## src/rtl/prio_irq_pkg.sv

```systemverilog
package prio_irq_pkg;

   // Width of a level index; never below one bit.
   function automatic int unsigned idx_bits(input int unsigned n);
      return (n < 2) ? 1 : $clog2(n);
   endfunction

   // Grant kinds held in the grant register.
   typedef enum logic [0:0] {
      GK_LEVEL = 1'b0,
      GK_PFAIL = 1'b1
   } grant_kind_e;

endpackage

```

## src/rtl/prio_irq_pick.sv

```systemverilog
// Finds the lowest-numbered set bit of a vector (the most urgent level).
module prio_irq_pick #(
   parameter int unsigned N = 8,
   parameter int unsigned W = prio_irq_pkg::idx_bits(N)
) (
   input  logic [N-1:0] vec,
   output logic         any,
   output logic [W-1:0] idx
);
   logic [N:0]   seen;
   logic [N-1:0] first;

   assign seen[0] = 1'b0;
   for (genvar g = 0; g < N; g++) begin : g_chain
      assign seen[g+1] = seen[g] | vec[g];
      assign first[g]  = vec[g] & ~seen[g];
   end

   assign any = seen[N];

   always_comb begin
      idx = '0;
      for (int i = 0; i < N; i++) begin
         if (first[i]) idx = idx | W'(i);
      end
   end
endmodule

```

## src/rtl/prio_irq_src.sv

```systemverilog
// Turns hardware, timer and software sources into per-level set pulses.
module prio_irq_src #(
   parameter int unsigned N          = 8,
   parameter int unsigned W          = prio_irq_pkg::idx_bits(N),
   parameter bit          SW_TRIG_EN = 1'b1
) (
   input  logic         clk,
   input  logic         rst_n,
   input  logic [N-1:0] hw_req,
   input  logic [N-1:0] tmr_evt,
   input  logic         sw_wr,
   input  logic [W-1:0] sw_lvl,
   input  logic         pf_req,
   output logic [N-1:0] set_vec,
   output logic         pf_set
);
   logic [N-1:0] line_now;
   logic [N-1:0] line_q;
   logic [N-1:0] sw_hit;
   logic         pf_q;

   assign line_now = hw_req | tmr_evt;

   always_ff @(posedge clk) begin
      if (!rst_n) begin
         line_q <= '0;
         pf_q   <= 1'b0;
      end else begin
         line_q <= line_now;
         pf_q   <= pf_req;
      end
   end

   if (SW_TRIG_EN) begin : g_sw
      for (genvar g = 0; g < N; g++) begin : g_dec
         assign sw_hit[g] = sw_wr && (sw_lvl == W'(g));
      end
   end else begin : g_nosw
      assign sw_hit = '0;
   end

   for (genvar g = 0; g < N; g++) begin : g_edge
      assign set_vec[g] = (line_now[g] & ~line_q[g]) | sw_hit[g];
   end

   assign pf_set = pf_req & ~pf_q;
endmodule

```

## src/rtl/prio_irq_ctrl.sv

```systemverilog
module prio_irq_ctrl #(
   parameter int unsigned NUM_LVL    = 8,
   parameter bit          SW_TRIG_EN = 1'b1,
   localparam int unsigned LVL_W     = prio_irq_pkg::idx_bits(NUM_LVL)
) (
   input  logic               clk,
   input  logic               rst_n,
   input  logic [NUM_LVL-1:0] hw_req,
   input  logic [NUM_LVL-1:0] tmr_evt,
   input  logic               sw_wr,
   input  logic [LVL_W-1:0]   sw_lvl,
   input  logic               mask_wr,
   input  logic [NUM_LVL-1:0] mask_val,
   input  logic               eos,
   input  logic               pf_req,
   output logic               preempt,
   output logic [LVL_W-1:0]   grant_lvl,
   output logic               grant_pf,
   output logic               cur_valid,
   output logic [LVL_W-1:0]   cur_lvl,
   output logic               cur_pf
);
   import prio_irq_pkg::*;

   if (NUM_LVL < 2 || NUM_LVL > 64) begin : g_bad_cfg
      $error("prio_irq_ctrl: NUM_LVL must lie in 2..64");
   end

   // State
   logic [NUM_LVL-1:0] pend_q, mask_q, insvc_q;
   logic               pf_pend_q, pf_insvc_q;
   logic               preempt_q;
   logic [LVL_W-1:0]   grant_q;
   grant_kind_e        kind_q;

   // Source capture
   logic [NUM_LVL-1:0] set_vec;
   logic               pf_set;

   prio_irq_src #(.N(NUM_LVL), .W(LVL_W), .SW_TRIG_EN(SW_TRIG_EN)) u_src (
      .clk     (clk),
      .rst_n   (rst_n),
      .hw_req  (hw_req),
      .tmr_evt (tmr_evt),
      .sw_wr   (sw_wr),
      .sw_lvl  (sw_lvl),
      .pf_req  (pf_req),
      .set_vec (set_vec),
      .pf_set  (pf_set)
   );

   // Current level, before end-of-service
   logic             cur_any;
   logic [LVL_W-1:0] cur_idx;

   prio_irq_pick #(.N(NUM_LVL), .W(LVL_W)) u_cur (
      .vec (insvc_q),
      .any (cur_any),
      .idx (cur_idx)
   );

   // End-of-service retires power-fail first, else the current level
   logic               eos_pf, eos_lvl;
   logic [NUM_LVL-1:0] eos_clr;
   logic [NUM_LVL-1:0] insvc_post;
   logic               pf_insvc_post;

   assign eos_pf        = eos & pf_insvc_q;
   assign eos_lvl       = eos & ~pf_insvc_q & cur_any;
   assign eos_clr       = eos_lvl ? (NUM_LVL'(1) << cur_idx) : '0;
   assign insvc_post    = insvc_q & ~eos_clr;
   assign pf_insvc_post = pf_insvc_q & ~eos_pf;

   logic             post_any;
   logic [LVL_W-1:0] post_idx;

   prio_irq_pick #(.N(NUM_LVL), .W(LVL_W)) u_post (
      .vec (insvc_post),
      .any (post_any),
      .idx (post_idx)
   );

   // Best eligible pending level
   logic [NUM_LVL-1:0] eligible;
   logic               el_any;
   logic [LVL_W-1:0]   el_idx;

   assign eligible = pend_q & ~mask_q;

   prio_irq_pick #(.N(NUM_LVL), .W(LVL_W)) u_elig (
      .vec (eligible),
      .any (el_any),
      .idx (el_idx)
   );

   // Grant decision
   logic               take_pf, take_lvl;
   logic [NUM_LVL-1:0] take_vec;

   assign take_pf  = pf_pend_q & ~pf_insvc_post;
   assign take_lvl = ~take_pf & ~pf_insvc_post & el_any &
                     (~post_any | (el_idx < post_idx));
   assign take_vec = take_lvl ? (NUM_LVL'(1) << el_idx) : '0;

   always_ff @(posedge clk) begin
      if (!rst_n) begin
         pend_q     <= '0;
         mask_q     <= '0;
         insvc_q    <= '0;
         pf_pend_q  <= 1'b0;
         pf_insvc_q <= 1'b0;
         preempt_q  <= 1'b0;
         grant_q    <= '0;
         kind_q     <= GK_LEVEL;
      end else begin
         pend_q     <= (pend_q & ~take_vec) | set_vec;
         insvc_q    <= insvc_post | take_vec;
         pf_pend_q  <= (pf_pend_q & ~take_pf) | pf_set;
         pf_insvc_q <= pf_insvc_post | take_pf;
         preempt_q  <= take_pf | take_lvl;
         if (mask_wr) mask_q <= mask_val;
         if (take_lvl) begin
            grant_q <= el_idx;
            kind_q  <= GK_LEVEL;
         end else if (take_pf) begin
            kind_q  <= GK_PFAIL;
         end
      end
   end

   assign preempt   = preempt_q;
   assign grant_lvl = grant_q;
   assign grant_pf  = (kind_q == GK_PFAIL);
   assign cur_valid = cur_any | pf_insvc_q;
   assign cur_lvl   = cur_idx;
   assign cur_pf    = pf_insvc_q;
endmodule

```

## config.mk

```make
export PLATFORM = sky130hd
export DESIGN_NAME = prio_irq_ctrl
export DESIGN_NICKNAME = d
export VERILOG_FILES = /design/src/rtl/prio_irq_pkg.sv /design/src/rtl/prio_irq_pick.sv /design/src/rtl/prio_irq_src.sv /design/src/rtl/prio_irq_ctrl.sv
export SDC_FILE = /design/constraint.sdc
export NUM_CORES = 1
export LEC_CHECK = 0
export BUFFER_PORTS_ARGS = -buffer_cell sky130_fd_sc_hd__buf_2
export CORE_MARGIN = 2
export CORE_UTILIZATION = 55
export CTS_BUF_LIST = sky130_fd_sc_hd__clkbuf_4
export CTS_CLUSTER_DIAMETER = 30
export DETAILED_ROUTE_END_ITERATION = 16
export PLACE_DENSITY = 0.8
export RECOVER_POWER = 50
export SETUP_SLACK_MARGIN = 0.02
export SLEW_MARGIN = 30
export SYNTH_ARGS = -nofsm -noshare
export SYNTH_HDL_FRONTEND = slang
export SYNTH_HIERARCHICAL = 1
export SYNTH_SLANG_ARGS = --single-unit
```

## constraint.sdc

```tcl
create_clock -name clk -period 5.5 [get_ports clk]
set_input_delay 0.275 -clock clk [delete_from_list [all_inputs] [get_ports clk]]
set_output_delay 0.275 -clock clk [all_outputs]
set_load 0.01 [all_outputs]
```

==> flow_metrics.py <==
metrics = {
    "placed_design": {
        "io_buffers": 42,
        "dpl.hpwl_um": 3150,
        "place_ws_ns": 1.83,
        "dp_cells": 331,
        "gp_congestion": 0.879,
    },
    "cts": {
        "cts_buffers": 5,
        "cts_resized": 0,
        "clock_latency_ns": 0.34,
        "cts.sinks": 40,
        "cts_tree": "yes",
        "htree_num_levels": 2,
        "cts-hold-fix-buffers": 0,
        "cts_root_buffer": "clkbuf_4",
        "post-cts-setup-buffers": 0,
        "cts_buffer_depth": 2,
        "clk_pin_slew_ns": 0.13,
    },
    "pwr": {
        "switching_power_mw": 0.380,
        "p_seq_frac": 0.370,
        "combPwrFrac": 0.436,
        "p_total_mw": 0.992,
        "p_leak_nw": 0.964,
        "power_per_cell_area_nw_per_um2": 416,
        "p_int_mw": 0.611,
        "p_clk_frac": 0.194,
        "swShare": 0.384,
        "peakVddDrop_v": 0.000261,
    },
    "grt": {
        "antenna_found_initial": 0,
        "grt_max_degree": 53,
        "grt_pass1_wl_um": 7160,
        "grt_overflow": 0,
        "grtUsageTotal": 0.210,
        "grt_pass1_vias": 1684,
    },
    "critical_path": {
        "cp.required_ns": 5.72,
        "arrival_ns": 3.96,
        "critPathMaxStageDelay_ns": 0.83,
        "cp_max_fo": 6,
        "critPathTopFamily": "compound AO/OA/AOI/OAI gates",
        "start_kind": "flip-flop",
        "crit_chain": "o41ai_1 > nand2b_1 > o21a_1 > nor2_1 > o21ai_0 > a211oi_1 > inv_1 > ha_1 > nor2b_1 > o31a_1 > nor4_1 > a21oi_1",
        "timing.critical_path.buf_inv": 1,
        "slowest_stage": "o41ai_1",
        "endpoint_kind": "flip-flop",
        "critPathKind": "reg -> reg",
    },
    "detailed_routing": {
        "via_per_inst": 5.50,
        "drc_errors": 0,
        "drtIter0Drc": 119,
        "wl_um": 4270,
        "first_pass_iters": 6,
        "ant_nets": 0,
        "wl_per_cell_um": 12.6,
        "dr_total_vias": 1864,
    },
    "floorplan": {
        "core_area_um2": 3630,
        "die_h_um": 65.3,
        "start_util": 0.569,
        "rows": 22,
        "fp.dieW_um": 65.3,
        "io_pins": 43,
        "die-area_um2": 4260,
    },
    "synthesis": {
        "synth_nets": 283,
        "synth.yosys.seq_area_share": 0.387,
        "syn_area_um2": 2070,
        "synthMuxAreaShare": 0.0484,
        "yosys-top-cells-area": "dfxtp_1 (39%), nor2b_1 (9.4%), mux2i_1 (4.8%)",
        "synth_compound_area_frac": 0.211,
        "synth_xor_area_frac": 0,
        "ys_ff_latch": 40,
        "synth_cells": 248,
        "synth.distinct_cells": 40,
        "yosys_warnings": 6,
        "synth_top_area_frac": 0.387,
        "synthAdderAreaFrac": 0.0121,
        "synth_top_family_by_area": "simple AND/OR/NAND/NOR gates",
        "synth_top_cell_by_area": "dfxtp_1",
        "synth_simple_gate_area_frac": 0.311,
        "synth_area_per_cell_um2": 8.33,
    },
    "finish": {
        "antenna_cells": 0,
        "stdcell_count": 339,
        "area_growth_pct": 15.4,
        "fill_cells": 345,
        "drive_above_1_share": 0.179,
        "register_area_um2": 801,
        "multi_input_area_um2": 1200,
        "finalNetCount": 325,
        "post-route-util": 0.657,
    },
    "timing": {
        "finalCritPeriodShare": 0.680,
        "fmax_ghz": 0.267,
        "worstMarginPinSlew_ns": 1.80,
        "tns_ns": 0,
        "setup_viol": 0,
        "finClkSkew_ns": 0.0105,
        "slew_viol_final": 53,
        "fin_crit_ns": 3.74,
        "setup_ws_ns": 1.76,
        "rsz0062_at_grt": "no",
        "hold_viol_final": 0,
        "slew_headroom": -0.203,
    },
    "min_path": {
        "hold_path_class": "in -> reg",
    },
    "status": {
        "violations": "capacitance limit, slew limit",
        "outcome": "finished, violations left",
    },
    "run": {
        "maxCapViolCount": 1,
    },
}
-- Yosys cell counts (all sizes together) --
| library cell | n |
|---|---|
| a31oi | 1 |
| o21ai | 16 |
| o21a | 8 |
| a21oi | 16 |
| ha | 2 |
| nor2 | 22 |
| dfxtp | 40 |
| o31a | 3 |
| mux2i | 10 |
| nand2b | 10 |
| o32ai | 2 |
| inv | 9 |
| nor2b | 31 |
| nand2 | 17 |
| and3b | 1 |
| nor3 | 2 |
| or3 | 1 |
| or4 | 1 |
| nand4 | 2 |
| o41ai | 3 |
| a21boi | 1 |
| clkbuf | 8 |
| or2 | 1 |
| nand4b | 3 |
| and3 | 1 |
| nor4 | 7 |
| a211oi | 3 |
| o2bb2ai | 4 |
| nand3b | 4 |
| nor3b | 3 |
| a21o | 2 |
| o22ai | 7 |
| and2 | 1 |
| nand3 | 5 |
| o31ai | 1 |
-- final cells by class --
cell class                 instances  area share
inverter                           9      0.0142
multi-input combinational        191       0.504
clock inverter                     3      0.0178
sequential                        40       0.336
clock buffer                       5      0.0157
timing repair buffer              43      0.0876
tap                               48      0.0252
-- routing by layer --
layer  global-route usage  vias to the layer above  part of all wire
met5                    0                        -                 0
met2                0.341                       52              0.45
met1                0.285                      835              0.49
li1                     -                      970                 -
met4               0.0755                        0             0.014
met3               0.0308                        7             0.042
-- flip-flops by register name, indices dropped and copies added (netlist names) --
register      flops
insvc_q           8
mask_q            8
pend_q            8
u_src/line_q      8
grant_lvl         3
cur_pf            1
grant_pf          1
pf_pend_q         1
preempt           1
u_src/pf_q        1
-- cell usage in the layout (no fill, tap or decap), types with 2 or more instances in the layout --
cell type,n
o21a_1,8
nor3_1,2
nand3_1,5
nor4_1,4
o31a_1,3
buf_2,35
clkbuf_1,7
a21oi_1,16
dfxtp_1,40
clkbuf_4,5
o21ai_1,2
inv_1,9
nor2b_1,31
nand4b_1,3
nor2_1,21
nor3b_1,3
o41ai_1,3
nor4_2,3
a21o_1,2
mux2i_1,10
o2bb2ai_1,4
nand3b_1,4
a211oi_1,3
o22ai_1,7
nand2_1,17
nand2b_1,9
o21ai_0,14
nand4_1,2
ha_1,2
-- per-stage QoR --
step | cell area [um^2] | hold slack, ns
after global routing | 2390 | 0.141
after CTS | 2390 | 0.137
final | 2390 | 0.149
after detailed placement | 2310 | 0.500
after floorplan | 2070 | 0.397
after global placement | 2310 | 0.493
-- worst paths after layout --
path	cells after the start	startpoint	slack (ns)	end
setup / recovery	12	insvc_q[0]	1.76	pend_q[2]
hold / removal	2	pf_req	0.15	u_src/pf_q
setup reg to reg	12	insvc_q[0]	1.76	pend_q[2]
hold reg to reg	2	mask_q[2]	0.53	mask_q[2]
-- power by group through the flow --
stage | Combinational, mW | Sequential [mW] | Clock [mW]
5_1_grt | 0.487 | 0.372 | 0.209
6_report | 0.433 | 0.367 | 0.192
3_3_place_gp | 0.423 | 0.371 | 0
2_1_floorplan | 0.320 | 0.371 | 0
3_5_place_dp | 0.431 | 0.372 | 0
4_1_cts | 0.434 | 0.366 | 0.196
-- kinds of logic after synthesis --
group	Yosys count
AND/OR/NAND/NOR	112
AO/OA/AOI/OAI	67
flip-flops	40
buffers and inverters	17
multiplexers	10
adder cells (fa/ha/maj)	2
(Power assumes the default switching activity.)
